[config.mk]
export PLATFORM = sky130hd
export DESIGN_NAME = cam_slot_bridge
export DESIGN_NICKNAME = d
export VERILOG_FILES = /design/src/rtl/cam_bridge_pkg.sv /design/src/rtl/cam_slot_reset_timer.sv /design/src/rtl/cam_card_detect.sv /design/src/rtl/cam_access_seq.sv /design/src/rtl/cam_host_regs.sv /design/src/rtl/cam_slot_bridge.sv
export SDC_FILE = /design/constraint.sdc
export NUM_CORES = 1
export LEC_CHECK = 0
export ABC_CLOCK_PERIOD_IN_PS = 1800
export BUFFER_PORTS_ARGS = -buffer_cell sky130_fd_sc_hd__buf_2
export CORE_UTILIZATION = 50
export CTS_CLUSTER_DIAMETER = 120
export DETAILED_ROUTE_END_ITERATION = 8
export GPL_ROUTABILITY_DRIVEN = 0
export HOLD_SLACK_MARGIN = 0.02
export PLACE_DENSITY = 0.73
export SLEW_MARGIN = 30
export SYNTH_ARGS = -nofsm -noshare
export SYNTH_HDL_FRONTEND = slang
export SYNTH_HIERARCHICAL = 1
export SYNTH_SLANG_ARGS = --single-unit
[constraint.sdc]
create_clock -name clk -period 1.8 [get_ports clk]
set_clock_uncertainty 0.05 [all_clocks]
set_input_delay 0.18 -clock clk [delete_from_list [all_inputs] [get_ports clk]]
set_output_delay 0.18 -clock clk [all_outputs]
set_load 0.05 [all_outputs]
[src/rtl/cam_bridge_pkg.sv]
`timescale 1ns/1ps
// Package: shared offsets, control-byte bit positions, phase type and
// the command record handed from the register file to the sequencer.
package cam_bridge_pkg;
    localparam int NSLOT   = 2;
    localparam int HOST_AW = 3;
    localparam int CAM_AW  = 14;
    localparam int BYTE_W  = 8;

    localparam logic [HOST_AW-1:0] OFS_CTRL = 3'd0;
    localparam logic [HOST_AW-1:0] OFS_ALO  = 3'd1;
    localparam logic [HOST_AW-1:0] OFS_AHI  = 3'd2;
    localparam logic [HOST_AW-1:0] OFS_DATA = 3'd3;
    localparam logic [HOST_AW-1:0] OFS_IRQ  = 3'd4;

    // Control byte layout; per-slot fields sit at BASE - slot.
    localparam int CB_SLOT     = 7;
    localparam int CB_IOSEL    = 6;
    localparam int CB_RST_BASE = 5;
    localparam int CB_TS_BASE  = 3;
    localparam int CB_CD_BASE  = 1;

    typedef enum logic [1:0] {
        PH_IDLE,
        PH_SETUP,
        PH_STROBE,
        PH_HOLD
    } cam_phase_e;

    typedef struct packed {
        logic              slot;
        logic              iosel;
        logic              rd;
        logic [CAM_AW-1:0] addr;
        logic [BYTE_W-1:0] wdata;
    } cam_cmd_t;
endpackage

[src/rtl/cam_slot_reset_timer.sv]
`timescale 1ns/1ps
// Per-slot reset pulse timer.
// Does: a start pulse raises busy for RST_CYCLES cycles, then busy drops.
// Assumes: RST_CYCLES >= 1; a start while busy is ignored.
module cam_slot_reset_timer #(
    parameter int RST_CYCLES = 20
) (
    input  logic clk,
    input  logic rst_n,
    input  logic start,
    output logic busy
);
    localparam int CW = (RST_CYCLES < 2) ? 1 : $clog2(RST_CYCLES + 1);

    logic [CW-1:0] remain;

    // Load the counter on start, count down while busy, release at zero.
    always_ff @(posedge clk) begin
        if (!rst_n) begin
            busy   <= 1'b0;
            remain <= '0;
        end else if (!busy) begin
            if (start) begin
                busy   <= 1'b1;
                remain <= CW'(RST_CYCLES - 1);
            end
        end else if (remain == '0) begin
            busy <= 1'b0;
        end else begin
            remain <= remain - 1'b1;
        end
    end
endmodule

[src/rtl/cam_card_detect.sv]
`timescale 1ns/1ps
// Card-detect synchroniser and change interrupt.
// Does: double-flops the active-low detect inputs and latches a flag on
// any change of the synchronised value; ack clears the flag, set wins.
// Assumes: detect inputs are asynchronous and slow; reset value is "no card".
module cam_card_detect #(
    parameter int NS = 2
) (
    input  logic          clk,
    input  logic          rst_n,
    input  logic [NS-1:0] cd_n_in,
    input  logic          ack,
    output logic [NS-1:0] cd_sync_n,
    output logic          irq_flag
);
    logic [NS-1:0] meta_q;
    logic [NS-1:0] sync_q;
    logic [NS-1:0] prev_q;

    // Synchronise the inputs and keep one delayed copy for edge detection.
    always_ff @(posedge clk) begin
        if (!rst_n) begin
            meta_q <= '1;
            sync_q <= '1;
            prev_q <= '1;
        end else begin
            meta_q <= cd_n_in;
            sync_q <= meta_q;
            prev_q <= sync_q;
        end
    end

    // Latch the change flag; a new change takes priority over the ack.
    always_ff @(posedge clk) begin
        if (!rst_n) begin
            irq_flag <= 1'b0;
        end else if (sync_q != prev_q) begin
            irq_flag <= 1'b1;
        end else if (ack) begin
            irq_flag <= 1'b0;
        end
    end

    assign cd_sync_n = sync_q;
endmodule

[src/rtl/cam_access_seq.sv]
`timescale 1ns/1ps
// Card bus cycle sequencer.
// Does: runs one setup / strobe / hold transfer per start pulse on the
// slot named in the command and captures the read byte at strobe end.
// Assumes: start only while idle; all phase lengths >= 1.
module cam_access_seq
    import cam_bridge_pkg::*;
#(
    parameter int T_SETUP  = 2,
    parameter int T_STROBE = 3,
    parameter int T_HOLD   = 1
) (
    input  logic              clk,
    input  logic              rst_n,
    input  logic              start,
    input  cam_cmd_t          cmd_in,
    input  logic [BYTE_W-1:0] rdata_s0,
    input  logic [BYTE_W-1:0] rdata_s1,
    output logic              idle,
    output logic              read_done,
    output logic [BYTE_W-1:0] read_byte,
    output logic [CAM_AW-1:0] cam_addr,
    output logic [BYTE_W-1:0] cam_wdata,
    output logic              cam_iosel,
    output logic [NSLOT-1:0]  cam_ce_n,
    output logic              cam_rd_n,
    output logic              cam_wr_n
);
    localparam int TMAX01 = (T_SETUP > T_STROBE) ? T_SETUP : T_STROBE;
    localparam int TMAX   = (TMAX01 > T_HOLD) ? TMAX01 : T_HOLD;
    localparam int CW     = (TMAX < 2) ? 1 : $clog2(TMAX + 1);

    cam_phase_e    phase;
    logic [CW-1:0] remain;
    cam_cmd_t      cmd_q;
    logic          last;
    logic [BYTE_W-1:0] slot_byte;

    assign last = (remain == '0);

    // Select the input byte of the slot being accessed.
    always_comb begin
        slot_byte = cmd_q.slot ? rdata_s1 : rdata_s0;
    end

    // Phase machine: latch the command, then walk setup, strobe, hold.
    always_ff @(posedge clk) begin
        if (!rst_n) begin
            phase     <= PH_IDLE;
            remain    <= '0;
            cmd_q     <= '0;
            read_byte <= '0;
        end else begin
            case (phase)
                PH_IDLE: begin
                    if (start) begin
                        cmd_q  <= cmd_in;
                        phase  <= PH_SETUP;
                        remain <= CW'(T_SETUP - 1);
                    end
                end
                PH_SETUP: begin
                    if (last) begin
                        phase  <= PH_STROBE;
                        remain <= CW'(T_STROBE - 1);
                    end else begin
                        remain <= remain - 1'b1;
                    end
                end
                PH_STROBE: begin
                    if (last) begin
                        if (cmd_q.rd) begin
                            read_byte <= slot_byte;
                        end
                        phase  <= PH_HOLD;
                        remain <= CW'(T_HOLD - 1);
                    end else begin
                        remain <= remain - 1'b1;
                    end
                end
                PH_HOLD: begin
                    if (last) begin
                        phase <= PH_IDLE;
                    end else begin
                        remain <= remain - 1'b1;
                    end
                end
                default: phase <= PH_IDLE;
            endcase
        end
    end

    // Drive the card bus from the phase and the latched command.
    always_comb begin
        idle      = (phase == PH_IDLE);
        read_done = (phase == PH_HOLD) && last && cmd_q.rd;
        cam_addr  = cmd_q.addr;
        cam_wdata = cmd_q.wdata;
        cam_iosel = cmd_q.iosel;
        cam_ce_n  = '1;
        if (phase != PH_IDLE) begin
            cam_ce_n[cmd_q.slot] = 1'b0;
        end
        cam_rd_n = !((phase == PH_STROBE) && cmd_q.rd);
        cam_wr_n = !((phase == PH_STROBE) && !cmd_q.rd);
    end
endmodule

[src/rtl/cam_host_regs.sv]
`timescale 1ns/1ps
// Host-side register file.
// Does: decodes host requests, holds address/control fields, builds the
// transfer command, raises reset starts and the interrupt ack, and
// registers the read byte.
// Assumes: requests are taken only while the sequencer is idle.
module cam_host_regs
    import cam_bridge_pkg::*;
(
    input  logic               clk,
    input  logic               rst_n,
    input  logic               host_req,
    input  logic               host_we,
    input  logic [HOST_AW-1:0] host_addr,
    input  logic [BYTE_W-1:0]  host_wdata,
    input  logic               seq_idle,
    input  logic               read_done,
    input  logic [BYTE_W-1:0]  read_byte,
    input  logic [NSLOT-1:0]   rst_busy,
    input  logic [NSLOT-1:0]   cd_sync_n,
    input  logic               irq_flag,
    output logic [BYTE_W-1:0]  host_rdata,
    output cam_cmd_t           cmd,
    output logic               cmd_start,
    output logic [NSLOT-1:0]   rst_start,
    output logic [NSLOT-1:0]   ts_en,
    output logic               irq_ack
);
    localparam int HALF_AW = CAM_AW / 2;

    logic               accept;
    logic               wr_ctrl;
    logic [HALF_AW-1:0] alo_q;
    logic [HALF_AW-1:0] ahi_q;
    logic               slot_q;
    logic               iosel_q;
    logic [NSLOT-1:0]   ts_q;
    logic [BYTE_W-1:0]  ctrl_view;
    logic [BYTE_W-1:0]  rd_mux;

    // Decode a request that is actually taken.
    always_comb begin
        accept    = host_req && seq_idle;
        wr_ctrl   = accept && host_we && (host_addr == OFS_CTRL);
        cmd_start = accept && (host_addr == OFS_DATA);
        irq_ack   = accept && !host_we && (host_addr == OFS_IRQ);
        for (int s = 0; s < NSLOT; s++) begin
            rst_start[s] = wr_ctrl && host_wdata[CB_RST_BASE - s];
        end
    end

    // Store the writable fields of the address and control registers.
    always_ff @(posedge clk) begin
        if (!rst_n) begin
            alo_q   <= '0;
            ahi_q   <= '0;
            slot_q  <= 1'b0;
            iosel_q <= 1'b0;
            ts_q    <= '0;
        end else if (accept && host_we) begin
            case (host_addr)
                OFS_CTRL: begin
                    slot_q  <= host_wdata[CB_SLOT];
                    iosel_q <= host_wdata[CB_IOSEL];
                    for (int s = 0; s < NSLOT; s++) begin
                        ts_q[s] <= host_wdata[CB_TS_BASE - s];
                    end
                end
                OFS_ALO: alo_q <= host_wdata[BYTE_W-1:1];
                OFS_AHI: ahi_q <= host_wdata[HALF_AW-1:0];
                default: ;
            endcase
        end
    end

    // Assemble the control byte as the host sees it.
    always_comb begin
        ctrl_view           = '0;
        ctrl_view[CB_SLOT]  = slot_q;
        ctrl_view[CB_IOSEL] = iosel_q;
        for (int s = 0; s < NSLOT; s++) begin
            ctrl_view[CB_RST_BASE - s] = rst_busy[s];
            ctrl_view[CB_TS_BASE - s]  = ts_q[s];
            ctrl_view[CB_CD_BASE - s]  = cd_sync_n[s];
        end
    end

    // Select the byte returned by a register read.
    always_comb begin
        case (host_addr)
            OFS_CTRL: rd_mux = ctrl_view;
            OFS_ALO:  rd_mux = {alo_q, 1'b0};
            OFS_AHI:  rd_mux = {1'b0, ahi_q};
            OFS_IRQ:  rd_mux = {{(BYTE_W-1){1'b0}}, irq_flag};
            default:  rd_mux = '0;
        endcase
    end

    // Register the read result: card byte at transfer end, else register view.
    always_ff @(posedge clk) begin
        if (!rst_n) begin
            host_rdata <= '0;
        end else if (read_done) begin
            host_rdata <= read_byte;
        end else if (accept && !host_we && (host_addr != OFS_DATA)) begin
            host_rdata <= rd_mux;
        end
    end

    // Build the transfer command from the current register contents.
    always_comb begin
        cmd.slot  = slot_q;
        cmd.iosel = iosel_q;
        cmd.rd    = !host_we;
        cmd.addr  = {ahi_q, alo_q};
        cmd.wdata = host_wdata;
    end

    assign ts_en = ts_q;
endmodule

[src/rtl/cam_slot_bridge.sv]
`timescale 1ns/1ps
// Top: dual CAM slot access controller.
// Does: ties the host register file, the card bus sequencer, one reset
// timer per slot and the card-detect interrupt logic together.
// Assumes: synchronous active-low reset; card-detect inputs asynchronous.
module cam_slot_bridge
    import cam_bridge_pkg::*;
#(
    parameter int T_SETUP    = 2,
    parameter int T_STROBE   = 3,
    parameter int T_HOLD     = 1,
    parameter int RST_CYCLES = 20
) (
    input  logic        clk,
    input  logic        rst_n,
    input  logic        host_req,
    input  logic        host_we,
    input  logic [2:0]  host_addr,
    input  logic [7:0]  host_wdata,
    output logic [7:0]  host_rdata,
    output logic        host_ready,
    output logic [13:0] cam_addr,
    output logic [7:0]  cam_wdata,
    input  logic [7:0]  cam_rdata_s0,
    input  logic [7:0]  cam_rdata_s1,
    output logic        cam_iosel,
    output logic [1:0]  cam_ce_n,
    output logic        cam_rd_n,
    output logic        cam_wr_n,
    output logic [1:0]  cam_rst,
    input  logic [1:0]  cam_cd_n,
    output logic [1:0]  ts_en,
    output logic        irq
);
    cam_cmd_t          cmd;
    logic              cmd_start;
    logic              seq_idle;
    logic              read_done;
    logic [BYTE_W-1:0] read_byte;
    logic [NSLOT-1:0]  rst_start;
    logic [NSLOT-1:0]  cd_sync_n;
    logic              irq_ack;

    cam_host_regs u_regs (
        .clk        (clk),
        .rst_n      (rst_n),
        .host_req   (host_req),
        .host_we    (host_we),
        .host_addr  (host_addr),
        .host_wdata (host_wdata),
        .seq_idle   (seq_idle),
        .read_done  (read_done),
        .read_byte  (read_byte),
        .rst_busy   (cam_rst),
        .cd_sync_n  (cd_sync_n),
        .irq_flag   (irq),
        .host_rdata (host_rdata),
        .cmd        (cmd),
        .cmd_start  (cmd_start),
        .rst_start  (rst_start),
        .ts_en      (ts_en),
        .irq_ack    (irq_ack)
    );

    cam_access_seq #(
        .T_SETUP  (T_SETUP),
        .T_STROBE (T_STROBE),
        .T_HOLD   (T_HOLD)
    ) u_seq (
        .clk       (clk),
        .rst_n     (rst_n),
        .start     (cmd_start),
        .cmd_in    (cmd),
        .rdata_s0  (cam_rdata_s0),
        .rdata_s1  (cam_rdata_s1),
        .idle      (seq_idle),
        .read_done (read_done),
        .read_byte (read_byte),
        .cam_addr  (cam_addr),
        .cam_wdata (cam_wdata),
        .cam_iosel (cam_iosel),
        .cam_ce_n  (cam_ce_n),
        .cam_rd_n  (cam_rd_n),
        .cam_wr_n  (cam_wr_n)
    );

    for (genvar s = 0; s < NSLOT; s++) begin : g_slot_rst
        cam_slot_reset_timer #(
            .RST_CYCLES (RST_CYCLES)
        ) u_rst (
            .clk   (clk),
            .rst_n (rst_n),
            .start (rst_start[s]),
            .busy  (cam_rst[s])
        );
    end

    cam_card_detect #(
        .NS (NSLOT)
    ) u_cd (
        .clk       (clk),
        .rst_n     (rst_n),
        .cd_n_in   (cam_cd_n),
        .ack       (irq_ack),
        .cd_sync_n (cd_sync_n),
        .irq_flag  (irq)
    );

    assign host_ready = seq_idle;
endmodule

# == After elaboration in Yosys (flattened, before gate mapping) ==
# Cells that the tools add are included.
# classes
add_sub_neg,3
n_lt_le_gt_ge,2
eq_ne,16
mux,30
bitwise,1
reduce_logical,37
# op_table
operator,n
8-bit one-hot mux with 4 select lines,1
5-bit two-way mux,6
8-bit two-way mux,3
2-bit two-way mux,8
2-bit one-hot mux with 4 select lines,2
1-bit logical AND,14
2-bit AND reduction,7
5-bit zero test,2
2-bit nonzero test,5
5-bit by 1-bit subtractor with 5-bit output (second input constant),2
1-bit two-way mux,9
2-bit inequality test (second input constant),4
3-bit by 2-bit equality test with 1-bit output (second input constant),2
2-bit by 1-bit inequality test with 1-bit output (second input constant),3
2-bit equality test (second input constant),2
1-bit zero test,4
2-bit zero test,2
4-bit AND reduction,1
3-bit by 1-bit equality test with 1-bit output (second input constant),1
3-bit equality test (second input constant),1
3-bit zero test,1
3-bit by 2-bit inequality test with 1-bit output (second input constant),1
3-bit AND reduction,1
2-bit by 1-bit equality test with 1-bit output (second input constant),1
other kinds (6),6
# word_totals
ff_bits,82
inputBits,33
elab_cells,111

# == Longest topological paths before layout ==
# depth
word_depth,7
ltp_mapped,8

# == Modules after synthesis ==
# Netlist, hierarchy kept.
# modules_own_cells
mod,instances,cells_each,area_each_um2,seq_area_each_um2
cam_access_seq,1,213,1816.7,740.7
cam_host_regs,1,155,1432.6,520.5
cam_slot_reset_timer,2,29,309.0,120.1
cam_card_detect,1,17,210.2,140.1

# == Worst setup path before layout ==
# OpenSTA, ideal clock, no wires.
# synth_timing
kind,reg-to-reg
startpoint,register u_seq.phase[0]
endpoint,register g_slot_rst[0].u_rst.remain[0]
setup_ns,0.116
arrival_ns,2.042
required_time_ns,1.634
slack_ns,-0.408
path_stages_with_launch,8
path_buffers,1
period_less_slack_ns,2.208
path_cell_list,dfxtp_1 -> inv_1 -> ha_1 -> and4b_1 -> buf_2 -> and3_1 -> mux2_4 -> o211a_1
# synth_between
elab_chain_len,7
# synth_rtl
element,line_no,source
"start, declared",cam_access_seq.sv:33,cam_phase_e phase;
"start signal, assigned",cam_access_seq.sv:49,phase <= PH_IDLE;
"start signal, assigned",cam_access_seq.sv:58,phase <= PH_SETUP;
"start signal, assigned",cam_access_seq.sv:64,phase <= PH_STROBE;
2-bit zero test,cam_access_seq.sv:95,idle = (phase == PH_IDLE);
named net host_ready,cam_slot_bridge.sv:21,"output logic host_ready,"
1-bit logical AND,cam_host_regs.sv:43,accept = host_req && seq_idle;
1-bit logical AND (2 in a row),cam_host_regs.sv:44,wr_ctrl = accept && host_we && (host_addr == OFS_CTRL);
1-bit logical AND,cam_host_regs.sv:48,rst_start[s] = wr_ctrl && host_wdata[CB_RST_BASE - s];
named net rst_start[0],cam_slot_bridge.sv:40,logic [NSLOT-1:0] rst_start;
2-bit nonzero test (no source line),n/a,
2-bit AND reduction (no source line),n/a,
"end signal, assigned",cam_slot_reset_timer.sv:25,remain <= CW'(RST_CYCLES - 1);
"end signal, assigned",cam_slot_reset_timer.sv:30,remain <= remain - 1'b1;
"end, declared",cam_slot_reset_timer.sv:15,logic [CW-1:0] remain;
# The timed path passes the listed nets, and every way through them passes these cells.
# A chain may end at the register's enable or synchronous reset.

# == Worst setup path in the final report ==
# layout_timing
startpoint,register g_slot_rst[1].u_rst.remain[0]
endpoint,register g_slot_rst[1].u_rst.remain[0]
# layout_between
elab_chain_len,3
word_cells_on_any_way,6
classes_between,add/sub (1); eq/ne (1); mux (2); reduce/logical (2)
# layout_rtl
element,line_no
"start, declared",cam_slot_reset_timer.sv:15
"start signal, assigned",cam_slot_reset_timer.sv:25
"start signal, assigned",cam_slot_reset_timer.sv:30
5-bit by 1-bit subtractor with 5-bit output / 5-bit zero test (equally long branches),"cam_slot_reset_timer.sv:30, cam_slot_reset_timer.sv:27"
5-bit two-way mux / 2-bit inequality test (equally long branches),n/a
5-bit two-way mux / 2-bit AND reduction (equally long branches),n/a
# Parallel ways exist; a longest one is shown, timed or not. The select of a mux whose other input is x is not followed.

==> flow_summary.yaml <==
setup_path:
  ff2ff_setup_slack_ns: 0.04
  required_ns: 2.00
  crit_start: "g_slot_rst[1].u_rst/remain[0]"
  end_kind: "flop"
  r2r_cells: 5
  cp-start-kind: "flop"
  cp_max_fo: 4
  crit_buf_inv: 1
  crit_end: "g_slot_rst[1].u_rst/remain[0]"
  critPathMaxStageDelay_ns: 0.49
  path_class: "reg2reg"
  crit_family: "simple AND/OR/NAND/NOR gates"
  crit_cells: 5
  critPathSlowestCell: "or4b_4"
  timing.rr.end: "g_slot_rst[1].u_rst/remain[0]"
  crit_chain: "inv_1 > ha_2 > or4b_4 > mux2_4 > o211a_1"
  cp_data_arrival_time_ns: 1.95
  timing.rr.start: "g_slot_rst[1].u_rst/remain[0]"
synth:
  synth.distinct_cells: 56
  ys.flop_type: "dfxtp_1"
  netlist_area_mm2: 0.00408
  synth-seq-area-share: 0.403
  synth_area_leaders: "dfxtp_1, buf_4, mux2i_1"
  yosys.area.top_type: "dfxtp_1"
  syn-num-nets: 488
  ys_ff_latch: 82
  synthArstFlopShare: 0
  synth_top_area_frac: 0.403
  yosys_warnings: 6
  avgSynthCellArea_um2: 9.20
  syn_inst: 443
  post-synth-top-count-cell: "dfxtp_1"
  synth_common_cells: "dfxtp_1, nand2_1, buf_4"
  synth_edf_count: 0
global_routing:
  grt_usage: 0.220
  grt_max_degree: 36
  grt_first_pass_wirelength_um: 14600
  grt-ovfl-total: 0
  antenna_found_initial: 0
  grt_pass1_vias: 3099
timing:
  fin_crit_ns: 1.76
  fmax_mhz: 569
  setup_viol: 0
  slew_viol_final: 0
  tns_ns: 0
  worst_pin_slew_ns: 0.636
  hold_viol: 0
  relSlewSlack: 0.575
  finalCritPeriodShare: 0.976
  rsz0062_at_grt: "false"
layout:
  fillCellCount: 689
  fin_util: 0.592
  area_growth_pct: 13.3
  drive_above_1_share: 0.284
  multiInputGateArea_mm2: 0.00202
  diodes: 0
  fin_nets: 540
  seq_area_mm2: 0.00165
clocking:
  clk_latency_ns: 0.35
  clk_pin_slew_ns: 0.09
  clock_sinks: 82
  cts_max_level: 3
  cts_root_buf: "clkbuf_8"
  cts_tree: "yes"
  cts_made_buffers: 9
  clock_path_buffers: 2
die:
  start_util: 0.522
  std_cell_rows: 32
  core_area_mm2: 0.00781
  io-pin-count: 74
  die_w_um: 92.3
  die_h_um: 92.3
  dieArea_mm2: 0.00852
drt:
  first_iter_violations: 257
  vias: 3307
  final_antenna_net_count: 0
  wl_per_cell_um: 15.2
  first_pass_iters: 4
  post-route-drc-count: 0
  via_per_inst: 5.49
  wl_um: 9160
power_and_ir_drop:
  power_density_mw_per_mm2: 919
  peakVddDrop_v: 0.000829
  leakagePower_nw: 1.86
place:
  port_buffers: 73
  dp_hpwl_um: 6390
status:
  run_status: "finished, final reports clean"
min_path:
  hold_path_class: "in2reg"
flow_run:
  cap_violations: 0
## cell type report
class / instances / area share
clock buffer: 10 / 0.0298
clock inverter: 6 / 0.0154
inverter: 11 / 0.00894
multi-input combinational: 295 / 0.438
sequential: 82 / 0.357
tap: 102 / 0.0276
timing repair buffer: 96 / 0.123
## kinds of logic after synthesis
group | synth area share
compound gates | 0.178
xor+xnor | 0.00430
fa+ha+maj | 0.0368
buf+inv | 0.111
flops | 0.403
mux | 0.0736
simple gates | 0.194
## through the flow
step | cells | total power [mW] | instance area (um2) | hold slack, ns | setup slack, ns
floorplan | 443 | 2.60 | 4100 | 0.203 | -0.0172
global placement | 578 | 2.77 | 4310 | 0.310 | 0.113
detailed placement | 578 | 2.80 | 4310 | 0.316 | 0.0263
CTS | 596 | 4.20 | 4540 | 0.0220 | 0.0151
global route | 602 | 4.45 | 4620 | 0.0291 | 0.00422
finish | 602 | 4.25 | 4620 | 0.0422 | 0.0438
## report_power, final
| part | switching (mW) | leakage (nW) | internal, mW |
|---|---|---|---|
| Clock | 0.700 | 0.0995 | 0.691 |
| Sequential | 0.0428 | 0.665 | 1.87 |
| Combinational | 0.563 | 1.09 | 0.377 |
## placed cells by master (no fill, tap or decap), types with 3 or more instances in the layout
cell type,netlist,layout
a21oi_1,28,28
o211a_1,4,4
mux2i_1,27,27
nand3_1,25,25
o22ai_1,7,7
nand4b_1,4,4
inv_2,1,3
nand2_1,61,61
buf_4,36,20
a21boi_1,18,18
dfxtp_1,82,79
nor2_1,8,8
a21boi_0,4,4
nand2b_1,12,12
buf_2,7,72
o21ai_0,23,23
inv_1,10,8
ha_1,12,9
a211oi_1,6,6
clkbuf_8,0,10
nor4b_1,3,3
and3_1,5,4
a2bb2oi_1,6,6
## flip-flops by register name, summed over array words and instances, names as in the netlist
| signal | count |
|---|---|
| u_seq/phase | 2 |
| u_seq/read_byte | 8 |
| g_slot_rst.u_rst/busy | 2 |
| u_regs/alo_q | 7 |
| g_slot_rst.u_rst/remain | 10 |
| u_cd/meta_q | 2 |
| u_regs/ahi_q | 7 |
| u_seq/cam_iosel | 1 |
| u_seq/cmd_q | 2 |
| u_seq/cam_wdata | 8 |
| u_regs/ts_en | 2 |
| u_cd/prev_q | 2 |
| u_cd/irq_flag | 1 |
| u_cd/cd_sync_n | 2 |
| u_seq/cam_addr | 14 |
| u_seq/remain | 2 |
| u_regs/iosel_q | 1 |
| u_regs/slot_q | 1 |
| u_regs/host_rdata | 8 |
## worst min-delay path, cell delays in order
cell and delay (ns):
buf_2 0.11, nand2_1 0.05, a21oi_1 0.06
## layer usage
metal,track usage,vias to the layer above,part of all wire
met1,0.264,1597,0.44
met2,0.380,79,0.50
li1,-,1623,-
met4,0.0742,0,0.012
met3,0.0558,8,0.046
met5,0,-,0
## worst min-delay path by stage
stage                               to  depth (start not counted)     startpoint
floorplan            u_cd/cd_sync_n[0]                          1          rst_n
global placement        u_cd/meta_q[1]                          2    cam_cd_n[1]
detailed placement      u_cd/meta_q[0]                          2    cam_cd_n[0]
CTS                 u_seq/cam_wdata[0]                          3  host_wdata[0]
global route        u_seq/cam_wdata[6]                          3  host_wdata[6]
finish              u_seq/cam_wdata[0]                          3  host_wdata[0]
## repair_timing
action,CTS,global route
gates resized for setup,0,10
hold buffers,2,0
endpoints found under the setup margin,0,8
hold endpoints to repair,2,0
buffers inserted,0,6
Power figures use the tool's default switching activity.
